==> src/rtl/eth_rx_pkg.sv <==
package eth_rx_pkg;
  localparam logic [31:0] CRC_POLY    = 32'h04C1_1DB7;
  localparam logic [31:0] CRC_INIT    = 32'hFFFF_FFFF;
  localparam logic [31:0] CRC_RESIDUE = 32'hC704_DD7B;

  typedef struct packed {
    logic rejected;
    logic collision;
    logic overrun;
    logic runt;
    logic crc_err;
    logic align_err;
  } rx_status_t;

  function automatic logic [31:0] crc_step(input logic [31:0] crc, input logic b);
    logic fb;
    fb = crc[31] ^ b;
    return {crc[30:0], 1'b0} ^ (fb ? CRC_POLY : 32'h0);
  endfunction
endpackage

==> src/rtl/eth_rx_sfd_det.sv <==
module eth_rx_sfd_det (
  input  logic clk_i,
  input  logic rst_ni,
  input  logic clr_i,
  input  logic en_i,
  input  logic bit_i,
  output logic sfd_o
);
  logic prev_q;

  assign sfd_o = en_i && bit_i && prev_q;

  always_ff @(posedge clk_i or negedge rst_ni) begin
    if (!rst_ni)     prev_q <= 1'b0;
    else if (clr_i)  prev_q <= 1'b0;
    else if (en_i)   prev_q <= bit_i;
  end
endmodule

==> src/rtl/eth_rx_crc.sv <==
module eth_rx_crc
  import eth_rx_pkg::*;
(
  input  logic clk_i,
  input  logic rst_ni,
  input  logic init_i,
  input  logic en_i,
  input  logic bit_i,
  output logic match_o
);
  logic [31:0] crc_q;

  always_ff @(posedge clk_i or negedge rst_ni) begin
    if (!rst_ni)     crc_q <= CRC_INIT;
    else if (init_i) crc_q <= CRC_INIT;
    else if (en_i)   crc_q <= crc_step(crc_q, bit_i);
  end

  assign match_o = (crc_q == CRC_RESIDUE);
endmodule

==> src/rtl/eth_rx_fifo.sv <==
module eth_rx_fifo #(
  parameter int DEPTH = 32,
  parameter int WIDTH = 8,
  localparam int AW = $clog2(DEPTH),
  localparam int CW = $clog2(DEPTH + 1)
) (
  input  logic             clk_i,
  input  logic             rst_ni,
  input  logic             wr_i,
  input  logic [WIDTH-1:0] wdata_i,
  output logic             wr_ready_o,
  input  logic             rd_i,
  output logic [WIDTH-1:0] rdata_o,
  output logic             valid_o,
  output logic [CW-1:0]    cnt_o
);
  logic [WIDTH-1:0] mem_q [DEPTH];
  logic [AW-1:0]    wptr_q, rptr_q;
  logic [CW-1:0]    cnt_q;
  logic             do_wr, do_rd;

  assign valid_o    = (cnt_q != '0);
  assign do_rd      = rd_i && valid_o;
  assign wr_ready_o = (cnt_q != CW'(DEPTH)) || do_rd;
  assign do_wr      = wr_i && wr_ready_o;
  assign rdata_o    = mem_q[rptr_q];
  assign cnt_o      = cnt_q;

  always_ff @(posedge clk_i) begin
    if (do_wr) mem_q[wptr_q] <= wdata_i;
  end

  always_ff @(posedge clk_i or negedge rst_ni) begin
    if (!rst_ni) begin
      wptr_q <= '0;
      rptr_q <= '0;
      cnt_q  <= '0;
    end else begin
      if (do_wr) wptr_q <= (wptr_q == AW'(DEPTH - 1)) ? '0 : wptr_q + 1'b1;
      if (do_rd) rptr_q <= (rptr_q == AW'(DEPTH - 1)) ? '0 : rptr_q + 1'b1;
      cnt_q <= cnt_q + CW'(do_wr) - CW'(do_rd);
    end
  end

  // a write into a full FIFO with no pop leaves the occupancy unchanged
  a_r7_no_overflow: assert property (@(posedge clk_i) disable iff (!rst_ni)
    (cnt_q == CW'(DEPTH) && wr_i && !rd_i) |=> (cnt_q == CW'(DEPTH)));
endmodule

==> src/rtl/eth_rx_framer.sv <==
module eth_rx_framer
  import eth_rx_pkg::*;
#(
  parameter int FIFO_DEPTH = 32,
  parameter int MIN_OCTETS = 64,
  localparam int CW = $clog2(FIFO_DEPTH + 1),
  localparam int BW = $clog2(MIN_OCTETS + 1)
) (
  input  logic       clk_i,
  input  logic       rst_ni,
  input  logic       rx_bit_i,
  input  logic       rx_valid_i,
  input  logic       crs_i,
  input  logic       col_i,
  input  logic       addr_accept_i,
  input  logic       reject_bad_i,
  input  logic       fifo_rd_i,
  output logic [7:0] fifo_data_o,
  output logic       fifo_valid_o,
  output logic       eof_o,
  output logic [5:0] status_o
);
  logic          in_frame_q;
  logic [2:0]    bit_cnt_q;
  logic [BW-1:0] oct_cnt_q;
  logic [6:0]    sr_q;
  logic          ovr_q, col_q, eof_q;
  rx_status_t    st_q, st_d;

  logic          hunt_en, sfd, bit_en, oct_done, wr, wr_ready, crc_ok;
  logic [CW-1:0] fifo_cnt;

  assign hunt_en  = crs_i && !in_frame_q && rx_valid_i;
  assign bit_en   = crs_i && in_frame_q && rx_valid_i;
  assign oct_done = bit_en && (bit_cnt_q == 3'd7);
  assign wr       = oct_done && addr_accept_i;

  eth_rx_sfd_det u_sfd (
    .clk_i  (clk_i),
    .rst_ni (rst_ni),
    .clr_i  (!crs_i),
    .en_i   (hunt_en),
    .bit_i  (rx_bit_i),
    .sfd_o  (sfd)
  );

  eth_rx_crc u_crc (
    .clk_i   (clk_i),
    .rst_ni  (rst_ni),
    .init_i  (sfd),
    .en_i    (bit_en),
    .bit_i   (rx_bit_i),
    .match_o (crc_ok)
  );

  eth_rx_fifo #(.DEPTH(FIFO_DEPTH), .WIDTH(8)) u_fifo (
    .clk_i      (clk_i),
    .rst_ni     (rst_ni),
    .wr_i       (wr),
    .wdata_i    ({rx_bit_i, sr_q}),
    .wr_ready_o (wr_ready),
    .rd_i       (fifo_rd_i),
    .rdata_o    (fifo_data_o),
    .valid_o    (fifo_valid_o),
    .cnt_o      (fifo_cnt)
  );

  always_comb begin
    st_d.align_err = (bit_cnt_q != 3'd0);
    st_d.crc_err   = !crc_ok;
    st_d.runt      = (oct_cnt_q < BW'(MIN_OCTETS));
    st_d.overrun   = ovr_q;
    st_d.collision = col_q || col_i;
    st_d.rejected  = reject_bad_i && (st_d.align_err || st_d.crc_err || st_d.runt ||
                                      st_d.overrun || st_d.collision);
  end

  always_ff @(posedge clk_i or negedge rst_ni) begin
    if (!rst_ni) begin
      in_frame_q <= 1'b0;
      bit_cnt_q  <= '0;
      oct_cnt_q  <= '0;
      sr_q       <= '0;
      ovr_q      <= 1'b0;
      col_q      <= 1'b0;
      eof_q      <= 1'b0;
      st_q       <= '0;
    end else begin
      eof_q <= 1'b0;
      if (!crs_i) begin
        if (in_frame_q) begin
          eof_q <= 1'b1;
          st_q  <= st_d;
        end
        in_frame_q <= 1'b0;
      end else if (!in_frame_q) begin
        if (sfd) begin
          in_frame_q <= 1'b1;
          bit_cnt_q  <= '0;
          oct_cnt_q  <= '0;
          ovr_q      <= 1'b0;
          col_q      <= 1'b0;
        end
      end else begin
        if (col_i) col_q <= 1'b1;
        if (bit_en) begin
          sr_q      <= {rx_bit_i, sr_q[6:1]};
          bit_cnt_q <= bit_cnt_q + 3'd1;
        end
        if (oct_done && oct_cnt_q != BW'(MIN_OCTETS)) oct_cnt_q <= oct_cnt_q + 1'b1;
        if (wr && !wr_ready) ovr_q <= 1'b1;
      end
    end
  end

  assign eof_o    = eof_q;
  assign status_o = st_q;

  a_r1_no_write_in_hunt: assert property (@(posedge clk_i) disable iff (!rst_ni)
    !in_frame_q |=> (fifo_cnt <= $past(fifo_cnt)));
  a_r8_filter_blocks_write: assert property (@(posedge clk_i) disable iff (!rst_ni)
    !addr_accept_i |=> (fifo_cnt <= $past(fifo_cnt)));
  a_r3_eof_after_carrier_loss: assert property (@(posedge clk_i) disable iff (!rst_ni)
    (in_frame_q && !crs_i) |=> eof_o);
  a_r3_eof_one_cycle: assert property (@(posedge clk_i) disable iff (!rst_ni)
    eof_o |=> !eof_o);
endmodule

==> config.mk <==
export PLATFORM = sky130hd
export DESIGN_NAME = eth_rx_framer
export DESIGN_NICKNAME = d
export VERILOG_FILES = /design/src/rtl/eth_rx_pkg.sv /design/src/rtl/eth_rx_sfd_det.sv /design/src/rtl/eth_rx_crc.sv /design/src/rtl/eth_rx_fifo.sv /design/src/rtl/eth_rx_framer.sv
export SDC_FILE = /design/constraint.sdc
export NUM_CORES = 1
export LEC_CHECK = 0
export BUFFER_PORTS_ARGS = -buffer_cell sky130_fd_sc_hd__clkbuf_2
export CELL_PAD_IN_SITES_DETAIL_PLACEMENT = 2
export CELL_PAD_IN_SITES_GLOBAL_PLACEMENT = 2
export CORE_UTILIZATION = 45
export DETAILED_ROUTE_END_ITERATION = 16
export GPL_TIMING_DRIVEN = 0
export PLACE_DENSITY = 0.73
export SYNTH_ARGS = -nofsm -noshare
export SYNTH_HDL_FRONTEND = slang
export SYNTH_HIERARCHICAL = 1
export SYNTH_SLANG_ARGS = --single-unit
==> constraint.sdc <==
create_clock -name clk_i -period 5.7 [get_ports clk_i]
set_input_delay 0.285 -clock clk_i [delete_from_list [all_inputs] [get_ports clk_i]]
set_output_delay 0.285 -clock clk_i [all_outputs]
set_load 0.01 [all_outputs]
## Word level (Yosys, flattened, before mapping)

Memory sizes are Yosys's and may differ from the RTL's.
Index checks and enable logic that the tools add are counted.

| word-level totals | value |
|---|---|
| register bits after elaboration | 76 |
| bits in latches | 0 |
| RAM bits | 256 |
| bits in read-only memories | 0 |
| input port bits | 9 |
| word-level logic and storage cells | 97 |
| memories | 1 |

| cells by class | value |
|---|---|
| add/subtract/negate cells | 6 |
| multipliers | 0 |
| divide/modulo/power cells | 0 |
| $lt $le $gt $ge | 1 |
| eq/ne operators | 11 |
| shift-type cells | 0 |
| multiplexer cells | 25 |
| bitwise logic cells | 3 |
| reduce and logical (&&, ||, !) cells | 32 |

Memory list:

| name | words | bits a word | rd ports | clocked after memory_dff | write ports | RTL line | source |
|---|---|---|---|---|---|---|---|
| u_fifo.mem_q | 32 | 8 | 1 | 0 | 1 | eth_rx_fifo.sv:17 | `logic [WIDTH-1:0] mem_q [DEPTH];` |

Operators by type and width:

| kind | count |
|---|---|
| two-way mux 32 bit | 2 |
| == test 32 bit (second input constant) | 1 |
| XOR 32 bit | 1 |
| two-way mux 27 bit | 1 |
| two-way mux 7 bit | 3 |
| AND reduction 3 bit | 5 |
| two-way mux 1 bit | 14 |
| logical AND 1 bit | 13 |
| adder 5 x 1 -> 5 bit (second input constant) | 2 |
| == test 5 bit (second input constant) | 2 |
| two-way mux 5 bit | 2 |
| two-way mux 3 bit | 3 |
| inequality test 2 x 1 -> 1 bit (second input constant) | 4 |
| adder 7 x 1 -> 7 bit (second input constant) | 1 |
| < comparator 7 bit (second input constant) | 1 |
| inequality test 7 bit (second input constant) | 1 |
| adder 6 x 1 -> 6 bit | 1 |
| logical OR 1 bit | 6 |
| inequality test 6 bit (second input constant) | 1 |
| nonzero test 6 bit | 1 |
| subtractor 6 x 1 -> 6 bit | 1 |
| nonzero test 2 bit | 2 |
| adder 3 x 1 -> 3 bit (second input constant) | 1 |
| == test 3 bit (second input constant) | 1 |
| 6 further kinds | 8 |

## Logic depth before layout (Yosys ltp)

Gate-level depths: netlist of run 1.

| logic depth | value |
|---|---|
| depth in word-level cells | 8 |
| gate-level depth with buffers | 16 |
| mapped depth without buffers | 15 |

## By module

The synthesis of run 1 kept the hierarchy.

By module, submodules not included:

| module | instances | cells an instance | area each (um2) | sequential area each (um2) |
|---|---|---|---|---|
| eth_rx_fifo | 1 | 540 | 10834.1 | 8087.8 |
| eth_rx_crc | 1 | 134 | 1526.5 | 840.8 |
| eth_rx_framer | 1 | 120 | 1308.8 | 675.6 |
| eth_rx_sfd_det | 1 | 4 | 46.3 | 25.0 |

## Least setup slack after synthesis of run 1

OpenSTA, ideal clock, no wires.

| path | value |
|---|---|
| kind | register to register |
| start point | register bit_cnt_q[0] |
| end point | register u_fifo.cnt_q[4] (netlist: u_fifo/cnt_o[4]) |
| library setup time | 79 ps |
| arrival time | 2811 ps |
| required time | 5621 ps |
| path slack | 2810 ps |
| cell stages (with the launch flop) | 17 |
| path buffers | 1 |
| period minus slack after synthesis | 2890 ps |
| cell sequence | dfrtp_1 > ha_1 > ha_1 > and4_1 > and2_1 > inv_1 > a31oi_1 > buf_2 > nand2_1 > nand2_1 > ha_1 > inv_1 > fa_1 > inv_1 > a21oi_1 > o21ai_0 > xor2_1 |

| on the way | value |
|---|---|
| longest elaborated chain between the ends | 6 |

Ends and longest elaborated chain:

| element | RTL line | source |
|---|---|---|
| start: declaration | eth_rx_framer.sv:24 | `logic [2:0] bit_cnt_q;` |
| start signal: assignment | eth_rx_framer.sv:108 | `bit_cnt_q <= bit_cnt_q + 3'd1;` |
| == test 3 bit | eth_rx_framer.sv:35 | `assign oct_done = bit_en && (bit_cnt_q == 3'd7);` |
| logical AND 1 bit | eth_rx_framer.sv:35 |  |
| logical AND 1 bit | eth_rx_framer.sv:36 | `assign wr = oct_done && addr_accept_i;` |
| via wr | eth_rx_framer.sv:30 | `logic hunt_en, sfd, bit_en, oct_done, wr, wr_ready, crc_ok;` |
| logical AND 1 bit | eth_rx_fifo.sv:25 | `assign do_wr = wr_i && wr_ready_o;` |
| adder 6 x 1 -> 6 bit | eth_rx_fifo.sv:41 | `cnt_q <= cnt_q + CW'(do_wr) - CW'(do_rd);` |
| subtractor 6 x 1 -> 6 bit | eth_rx_fifo.sv:41 |  |
| end signal: assignment | eth_rx_fifo.sv:41 |  |
| end: declaration | eth_rx_fifo.sv:19 | `logic [CW-1:0] cnt_q;` |

The timed path passes the listed nets, and every way through them passes these cells.
A chain may end at the register's enable or synchronous reset.

## Worst setup path in the final report of run 1

| path | value |
|---|---|
| start point | register bit_cnt_q[1] |
| end point | memory u_fifo.mem_q[0][1], enable pin |

| on the way | value |
|---|---|
| longest elaborated chain between the ends | 6 |

Ends and longest elaborated chain:

| element | RTL line | source |
|---|---|---|
| == test 3 bit | eth_rx_framer.sv:35 |  |
| logical AND 1 bit | eth_rx_framer.sv:35 |  |
| logical AND 1 bit | eth_rx_framer.sv:36 |  |
| via wr | eth_rx_framer.sv:30 |  |
| logical AND 1 bit | eth_rx_fifo.sv:25 |  |
| two-way mux 1 bit | eth_rx_fifo.sv:30 | `if (do_wr) mem_q[wptr_q] <= wdata_i;` |
| two-way mux 1 bit (not written as such) | eth_rx_fifo.sv:30 |  |
| end: declaration | eth_rx_fifo.sv:17 |  |

The timed path passes the listed nets, and every way through them passes these cells.

==> results.md, run 1 <==
Place:
- The count of input and output buffers is 22.
- The post-DP HPWL is 24180 um.
- The congestion estimate from routability-driven global placement came to 0.7822.
- The instance area after placement is 14340 sq um.
- At the placement stage, the worst setup path has a slack of 1.967 ns.

Timing:
- The sum of negative setup slack is 0 ns.
- Derived from the worst setup path, the maximum achievable clock frequency is 259.4 MHz.
- The final-report max-slew violation count is 0.
- The worst setup margin is 1.845 ns.
- The share of the clock period used by the worst path after layout is 0.6763.
- For the final database, setup skew stands at 0.01760 ns.
- At the pin with the least slew margin, the transition time is 1.362 ns.
- Setup repair after global routing left no endpoint under its margin.
- Setup violations remaining at the end of the flow were counted as 0.
- Headroom to the max-slew limit came out at 0.09213.
- Counting I/O delays and the setup requirement, the final critical path takes 3.855 ns.
- The number of failing hold endpoints at the final stage was 0.

Worst setup path:
- The largest delay contributor family on the critical path is simple AND/OR/NAND/NOR gates.
- The startpoint-to-endpoint class of the critical path is reg -> reg.
- The endpoint kind of the worst setup timing path is a flop.
- Together, buffers and inverters on the worst path number 2.
- The slack of the worst reg-to-reg path is 1.85 ns.
- The cell occurring most often along the worst timing path is ha_1.
- The signal on the critical path passes through ha_1 -> ha_1 -> and4_1 -> and2_1 -> inv_1 -> a31oi_1 -> buf_2 -> nand2_1 -> nor2_1.
- The peak fanout along the critical path is 10.
- The master of the slowest instance on the critical path is nor2_1.
- STA classifies the critical path startpoint as a flop.
- Data on the critical path is required at its endpoint by 5.83 ns.
- In this design, the stage delay of the slowest critical-path cell is 1.07 ns.
- For the worst setup path, the data arrival time is 3.98 ns.

Clock tree:
- At the later pin of the worst-skew pair, clock insertion delay measures 0.52 ns.
- TritonCTS built the clock tree.
- The maximum number of buffers from clock root to sink is 3.
- CTS placed an instance of clkbuf_16 at the clock tree root.
- Counting the buffers created by CTS gives 37.
- Clock-pin slew was measured on the worst setup and hold paths at 0.06 ns.
- The maximum level of the CTS H-tree is 2.
- Counting every sink on the clock net gives 332.
- In this run, post-CTS repair resized a total of 0 instances.
- Hold repair after CTS inserted 2 buffers.
- The number of post-CTS setup repair buffers is 0.

Routing:
- The ratio of routed vias to standard cells is 6.011.
- The routed wirelength normalized by instance count is 29.62 um.
- After the first detailed-routing iteration, the DRC count stood at 559.
- The sum of routed wire length over all layers is 37940 um.
- The routed layout has 7700 vias.
- The final antenna-violating net count is 0.
- For this run, design rule violations remaining after detail routing come to 0.
- The number of optimization iterations in the first detailed-route pass is 7.

Job:
- The reported max-cap violation count is 0.

Logic synthesis:
- Synthesis inferred 332 register bits.
- The total standard cell area after synthesis is 13720 sq um.
- Yosys mapped a number of flops with a built-in enable equal to 256.
- For this run, the leading register cell type out of synthesis is edfxtp_1.
- The library cell occupying the most area in the post-synthesis netlist is edfxtp_1.
- The portion of the post-synthesis area used by sequential elements is 0.7021.
- In the synthesized netlist, the number of instances is 798.
- Counting every net in the synthesized netlist gives 828.
- By area the synthesized netlist is led by edfxtp_1, mux4_2, dfrtp_1, dfstp_2, ha_1.
- The area share of the leading cell type in the synthesized netlist is 0.5605.
- The count of distinct cell types in the synthesized netlist is 64.
- During synthesis, Yosys emitted a total of 6 warnings.
- The async set-or-reset flop fraction in the synthesized netlist is 0.2289.
- The per-instance average area after synthesis is 17.19 sq um.

Die:
- The core box area is 29800 sq um.
- The die is 176.6 um wide.
- The die height is 176.6 um.
- The row count is 63.
- In this run the count of I/O pins placed on the die edge is 25.
- The area of the die is 31180 sq um.
- The effective utilization at floorplan is 0.4603.

Pwr:
- The maximum ir drop on the vdd rail is 0.0002213 V.
- Of the total power, combinational logic draws 0.200.
- The leakage power total is 5.515 nW.
- Summing internal, switching and leakage power gives 6.651 mW.
- The part of the power in the clock network is 0.366.
- The proportion of total power due to net switching is 0.2775.
- The analysis attributes to net switching a power of 1.846 mW.
- The power density over the cells is 426.4 nW/um^2.
- Of the total power, registers draw 0.434.
- Cell internal power was estimated by the tool at 4.805 mW.

Finish:
- The post-route cell area is 15600 sq um.
- The share of final-layout standard cells stronger than drive strength 1 is 0.2492.
- 0 antenna diodes ended up in the layout.
- At the end of the flow, the number of nets in the layout was 892.
- From synthesis to final layout, the design area changed by 13.73%.
- After filler insertion, the fill cell instance count of the layout stands at 2661.

Global routing:
- The number of antenna violations at the first check in global routing was 0.
- The global-route wire length before repair is 56590 um.
- The overall track demand over capacity in global routing is 0.2527.
- The number of global-route vias before repair is 8541.
- Entering global routing, the biggest net connects 59 pins.
- The total overflow left after global routing is 0.

Outcome:
- The run finished with clean final reports.

Worst hold path:
- The worst min-delay path class is in -> reg.
state kept, by name, summed over array words and instances, names as in the netlist:
register       count
in_frame_q         1
u_fifo/cnt_o       6
ovr_q              1
sr_q               7
bit_cnt_q          3
u_crc/crc_q       32
u_fifo/mem_q     256
oct_cnt_q          7
u_fifo/wptr_q      5
u_fifo/rptr_q      5
u_sfd/prev_q       1
eof_o              1
col_q              1
status_o           6
per-layer routing:
layer,GRT usage,part of all wire
met1,0.3241,0.42
met2,0.4497,0.52
met3,0.03424,0.039
met4,0.06717,0.021
met5,0,0
logic make-up after synthesis:
family	synth area share
xor gates and xnor gates	0.01140
buffers and inverters	0.02819
and+or+nand+nor	0.06276
DFF	0.7021
AOI/OAI and AO/OA	0.05693
adders and majority gates	0.01970
muxes	0.1190
synthesized netlist by cell type, drive strengths merged, types with 3 or more instances:
library cell and instances:
a211o 18, nor4 8, o22ai 33, ha 20, nand4b 4, buf 29, and3 3, nand2 24
edfxtp 256, or3 4, and2 3, a21oi 21, mux4 64, inv 29, a22o 3, nor2 48
mux2i 4, clkbuf 8, mux2 12, o21ai 33, nand2b 5, or4 3, nand3 16, dfstp 32
xor2 15, nand4 3, dfrtp 44, nand3b 9, nor2b 19
cell type report:
class	count	area (sq um)	area share
inverters	30	112.6	0.007219
well taps	390	488.0	0.03128
clock buffers	49	1033	0.06625
multi-input cells	399	3700	0.2372
flip-flops and latches	332	9630	0.6174
repair buffers	25	160.2	0.01027
plain buffers	37	274.0	0.01757
clock inverters	19	200.2	0.01283
worst paths after layout:
| kind | startpoint | endpoint | cells past startpoint |
|---|---|---|---|
| max | bit_cnt_q[1] | u_fifo/mem_q[0][1] | 9 |
| max reg2reg | bit_cnt_q[1] | u_fifo/mem_q[0][1] | 9 |
| min in group asynchronous | rst_ni | sr_q[6] | 2 |
| min | crs_i | u_sfd/prev_q | 3 |
| min reg2reg | status_o[2] | status_o[2] | 2 |
| max in group asynchronous | rst_ni | u_crc/crc_q[20] | 3 |
tightest hold or removal path, stage by stage:
cell and delay [ns]:
buf_6 0.12, inv_1 0.05, nor2_1 0.03
power groups by stage:
stage | combinational, mW | sequential [mW] | clock (mW)
floorplan | 0.920 | 2.89 | 0
global placement | 1.23 | 2.91 | 0
detailed placement | 1.32 | 2.93 | 0
CTS | 1.34 | 2.89 | 2.49
global route | 1.43 | 2.90 | 2.55
finish | 1.33 | 2.89 | 2.44
placed cells by master, fill, tap and decap left out, types with 5 or more instances in the layout:
master / synthesis / final
edfxtp_1: 256 / 256
mux4_2: 60 / 60
nor2_1: 48 / 48
dfrtp_1: 44 / 43
clkbuf_16: 0 / 39
o22ai_1: 33 / 33
dfstp_2: 32 / 32
inv_1: 28 / 28
nand2_1: 24 / 24
clkbuf_2: 1 / 22
a21oi_1: 21 / 21
ha_1: 20 / 20
o21ai_0: 19 / 19
nor2b_1: 19 / 19
a211o_1: 18 / 18
nand3_1: 16 / 16
clkbuf_1: 7 / 15
xor2_1: 15 / 15
buf_2: 14 / 14
o21ai_1: 13 / 13
mux2_2: 12 / 12
nand3b_1: 8 / 8
clkinv_2: 0 / 8
nor4_1: 8 / 8
buf_6: 6 / 6
buf_4: 6 / 6
nand2b_1: 5 / 5
clkinv_1: 1 / 5
through the flow:
step,utilization,instances,hold slack [ns]
after detailed placement,0.4814,1211,0.2231
after global routing,0.5235,1281,0.02225
final,0.5235,1281,0.01462
after floorplan,-,798,-0.01059
after CTS,0.5235,1281,0.001002
after global placement,0.4804,1210,0.4643
(Power assumes the default switching activity.)
==> run 2: changes to the inputs <==
Settings changed: ABC_AREA set to 1, CORE_UTILIZATION 45 to 37, PLACE_DENSITY 0.73 to 0.74.
Clock period 5.7 ns to 3.4 ns, I/O delays scaled along.
==> results.md, run 2 <==
Outcome:
- The run finished with clean final reports.

Die:
- The width of the chip is 206.1 um (+17%).
- The area of the die was 42480 sq um (+36%).
- The die height was 206.1 um (+17%).
- The row count was 74 (+17%).
- The effective utilization at floorplan was 0.3766 (-0.08371).
- The core box area is 40920 sq um (+37%).
- The number of I/O pins is 25 (unchanged).

Logic synthesis:
- The portion of the post-synthesis area used by sequential elements is 0.6248 (-0.07728).
- The library cell occupying the most area in the post-synthesis netlist is edfxtp_1.
- The primary flip-flop cell chosen by synthesis mapping is edfxtp_1.
- The per-instance average area after synthesis is 9.609 sq um (-44%).
- The area share of the leading cell type in the synthesized netlist is 0.4988 (-0.06170).
- The count of flip-flops with a built-in enable after synthesis is 256 (unchanged).
- Counting instances in the post-synthesis netlist gives the leading cell types as nand2_1, inv_1, edfxtp_1.
- The total standard cell area after synthesis came to 15410 sq um (+12%).
- The synthesized netlist cell count is 1604 (+100%).
- The async set-or-reset flop fraction in the synthesized netlist came to 0.2289 (unchanged).
- The count of distinct cell types in the synthesized netlist is 41 (-36%).
- The post-synthesis net count is 1634 (+97%).
- nand2_1 is the most common cell in the netlist.
- By area the synthesized netlist is led by edfxtp_1, nand2_1, dfrtp_1, nand3_1, inv_1.
- The number of warning messages in the yosys log came to 6 (unchanged).
- The number of flip-flops and latches in the synthesized netlist is 332 (unchanged).

Global routing:
- The global-route wire length before repair came to 73690 um (+30%).
- The largest net degree at the start of global routing is 45 (-24%).
- The number of antenna violations at the first check in global routing is 0 (unchanged).
- The overall track demand over capacity in global routing is 0.2353 (-0.01747).
- The global route total overflow is 0 (unchanged).
- The number of global-route vias before repair came to 12550 (+47%).

Pwr:
- The proportion of total power due to net switching is 0.3617 (+0.08418).
- The combinational share of power came to 0.297 (+0.097).
- The leakage power total is 7.827 nW (+42%).
- The sequential group share of total power was 0.377 (-0.057).
- The maximum ir drop on the vdd rail was 0.0003732 V (+69%).
- The part of the power in the clock network is 0.326 (-0.040).
- The internal power summed over all cells is 8.247 mW (+72%).
- The power density over the cells came to 735.3 nW/um^2 (+72%).
- The switching component of the power is 4.672 mW (+150%).

Finish:
- The final-stage net count is 1707 (+91%).
- The number of flip-flops in the largest register is 256 (unchanged).
- The library cell used most frequently in the layout, excluding fill and tap cells, is nand2_1.
- The diode insertion count for antenna repair was 0 (unchanged).
- The post-route cell area was 17570 sq um (+13%).
- Leaving out fill and tap cells, the most frequent cells in the layout are nand2_1, inv_1, edfxtp_1, nand3_1, nor2_1.
- The number of filler cells placed in the layout is 4441 (+67%).
- The largest registers in the layout are u_fifo/mem_q: 256 flops, u_crc/crc_q: 32 flops.
- The share of final-layout standard cells stronger than drive strength 1 is 0.1202 (-0.1289).
- The area growth from synthesis to layout is 14.00%.
- The register name with the most flops is u_fifo/mem_q.

Clock tree:
- The total clock buffers created by CTS is 40 (+8.1%).
- The maximum number of buffers from clock root to sink is 3 (unchanged).
- TritonCTS built the clock tree.
- The later-pin clock latency in the skew report is 0.55 ns (+0.03 ns).
- Clock tree synthesis selected as its root buffer the cell clkbuf_16.
- The number of sinks driven by the clock tree is 332 (unchanged).
- The maximum level of the CTS H-tree is 2 (unchanged).
- The clock slew seen by the registers of the worst setup and hold paths is 0.06 ns (about the same).

Worst setup path:
- The kind of start point of the critical path is a flop.
- The stage delay of the slowest cell on the critical path is 0.88 ns (-0.19 ns).
- The signal arrival time at the worst endpoint is 3.20 ns (-0.78 ns).
- In this run the critical register-to-register path is captured at u_fifo/mem_q[17][2].
- The required time at the endpoint of the critical path came to 3.57 ns (-2.26 ns).
- The critical path goes through ha_1 -> ha_1 -> inv_1 -> nor3b_2 -> nand2_2 -> inv_2 -> nand2_1 -> nor2_1.
- The startpoint-to-endpoint class of the critical path is reg -> reg.
- STA classifies the critical path endpoint as a flop.
- The cell occurring most often along the worst timing path is ha_1.
- The total buffers and inverters traversed by the critical path is 2 (unchanged).
- The slack of the worst reg-to-reg path is 0.37 ns (-1.48 ns).
- In this design, the largest share of critical-path delay is due to simple AND/OR/NAND/NOR gates.
- The reg-to-reg critical path startpoint is bit_cnt_q[1].
- The count of cells along the worst register-to-register path came to 8 (-1).
- The largest individual stage delay along the critical path comes from the cell nor2_1.
- The peak fanout along the critical path was 8 (-2).

Routing:
- The routed wirelength normalized by instance count is 21.48 um (-27%).
- The via count of the routed design is 11420 (+48%).
- The final antenna-violating net count is 0 (unchanged).
- The violation count after the first detailed-route iteration is 551 (-1.4%).
- The sum of routed wire length over all layers came to 48060 um (+27%).
- The DRC violations left was 0 (unchanged).
- The number of optimization iterations in the first detailed-route pass is 5 (-2).
- The ratio of routed vias to standard cells came to 5.106 (-15%).

Timing:
- The setup violation total in the final timing report is 0 (unchanged).
- The shortest period the worst path allows came to 3.030 ns (-0.8246 ns).
- The sum of negative setup slack came to 0 ns (unchanged).
- The fmax is 330.0 MHz (+27%).
- The final-report max-slew violation count came to 0 (unchanged).
- The share of the clock period used by the worst path after layout is 0.8912 (+0.2150).
- The actual slew at the worst max-slew pin came to 1.359 ns (-0.003247 ns).
- The worst clock skew came to 0.01883 ns (+0.001231 ns).
- The tightest slew margin relative to the limit is 0.09430 (+0.002165).
- Setup repair after global routing left no endpoint under its margin.
- The number of failing hold endpoints at the final stage was 0 (unchanged).

Place:
- The instance area after placement is 16230 sq um (+13%).
- The post-DP HPWL was 32350 um (+34%).
- The weighted congestion at the end of routability-driven global placement is 0.8616 (+10%).
- The count of input and output buffers came to 24 (+9.1%).

Worst hold path:
- The min-delay analysis places its worst path in the category in -> reg.
- The count of cells along the worst hold path is 3 (unchanged).
- The destination of the worst hold path is sr_q[0].
- The launch instance of the worst min-delay path is rx_valid_i.

Job:
- The reported max-cap violation count came to 0 (unchanged).
-- run 2: cell types whose count changed in the layout (fill, tap and decap cells not counted), sizes merged, moves of 18 or more --
cell and change:
nand2 +481, inv +246, nand3 +196, mux4 -64
o22ai -33, nor2 +29, buf +22, or2 +22
nor2b -19, a211o -18
-- run 2: routing by layer --
layer / track usage / vias up / share of wire
met5: 0 / - / 0
met4: 0.1043 / 0 / 0.039
met3: 0.03217 / 95 / 0.034
met2: 0.4076 / 229 / 0.50
met1: 0.2914 / 5821 / 0.43
li1: - / 5278 / -
-- run 2: area by class of cell --
type	instances	area, sq um	share of cell area
clock inverter	18	185.2	0.01054
multi-input combinational	933	4387	0.2497
timing repair buffer	31	200.2	0.01139
clock buffer	52	1086	0.06181
inverter	277	1042	0.05932
sequential	332	9635	0.5484
tap	532	665.6	0.03788
buffer	62	369.1	0.02101
-- run 2: how the worst max path moves through the flow --
stage	end	from	slack (ns)	cells after the start
global route	u_fifo/cnt_o[4]	bit_cnt_q[0]	0.14	17
CTS	u_fifo/mem_q[17][2]	bit_cnt_q[1]	0.17	8
finish	u_fifo/mem_q[17][2]	bit_cnt_q[1]	0.37	8
floorplan	u_fifo/cnt_o[4]	bit_cnt_q[0]	0.88	17
global placement	u_fifo/mem_q[17][4]	bit_cnt_q[1]	0.26	8
detailed placement	u_fifo/mem_q[17][4]	bit_cnt_q[0]	0.21	8
-- run 2: power groups by stage --
stage / sequential [mW] / combinational [mW] / clock, mW
after CTS: 4.88 / 3.85 / 4.32
after detailed placement: 4.96 / 3.78 / 0
after floorplan: 4.83 / 2.31 / 0
after global placement: 4.94 / 3.63 / 0
final: 4.87 / 3.84 / 4.21
after global routing: 4.90 / 4.21 / 4.44
-- run 2: kinds of logic (layout without fill, tap and decap cells) --
kind of cell             after synthesis  after routing  share of synthesized area
AND/OR/NAND/NOR                      838            838                     0.2361
buffers and inverters                339            440                    0.09157
flip-flops                           332            332                     0.6248
AO/OA/AOI/OAI                         67             67                    0.02606
adder cells (fa/ha/maj)               21             21                    0.01754
XOR/XNOR                               7              7                   0.003978
-- run 2: worst register-to-register path: cells and delay by family (launching register included) --
family,cells,cell delay (ns)
buffers and inverters,2,0.24
and+or+nand+nor,4,1.73
adders and majority gates,2,0.33
DFF,1,0.35
-- run 2: timing repair --
action	CTS	global route
resized for setup	0	1
hold buffers	5	0
endpoints found under the hold margin	30	0
buffers inserted	0	0
endpoints found under the setup margin	0	1
-- run 2: through the flow --
stage | setup WS, ns | hold slack (ns) | instances | utilization | total power [mW]
6_report | 0.3698 | 0.03695 | 2237 | 0.4293 | 12.92
3_5_place_dp | 0.2093 | 0.2759 | 2161 | 0.3967 | 8.735
3_3_place_gp | 0.2572 | 0.4306 | 2160 | 0.3958 | 8.575
5_1_grt | 0.1406 | 0.05477 | 2237 | 0.4293 | 13.55
2_1_floorplan | 0.8773 | -0.1256 | 1604 | - | 7.142
4_1_cts | 0.1651 | 0.01372 | 2236 | 0.4290 | 13.05
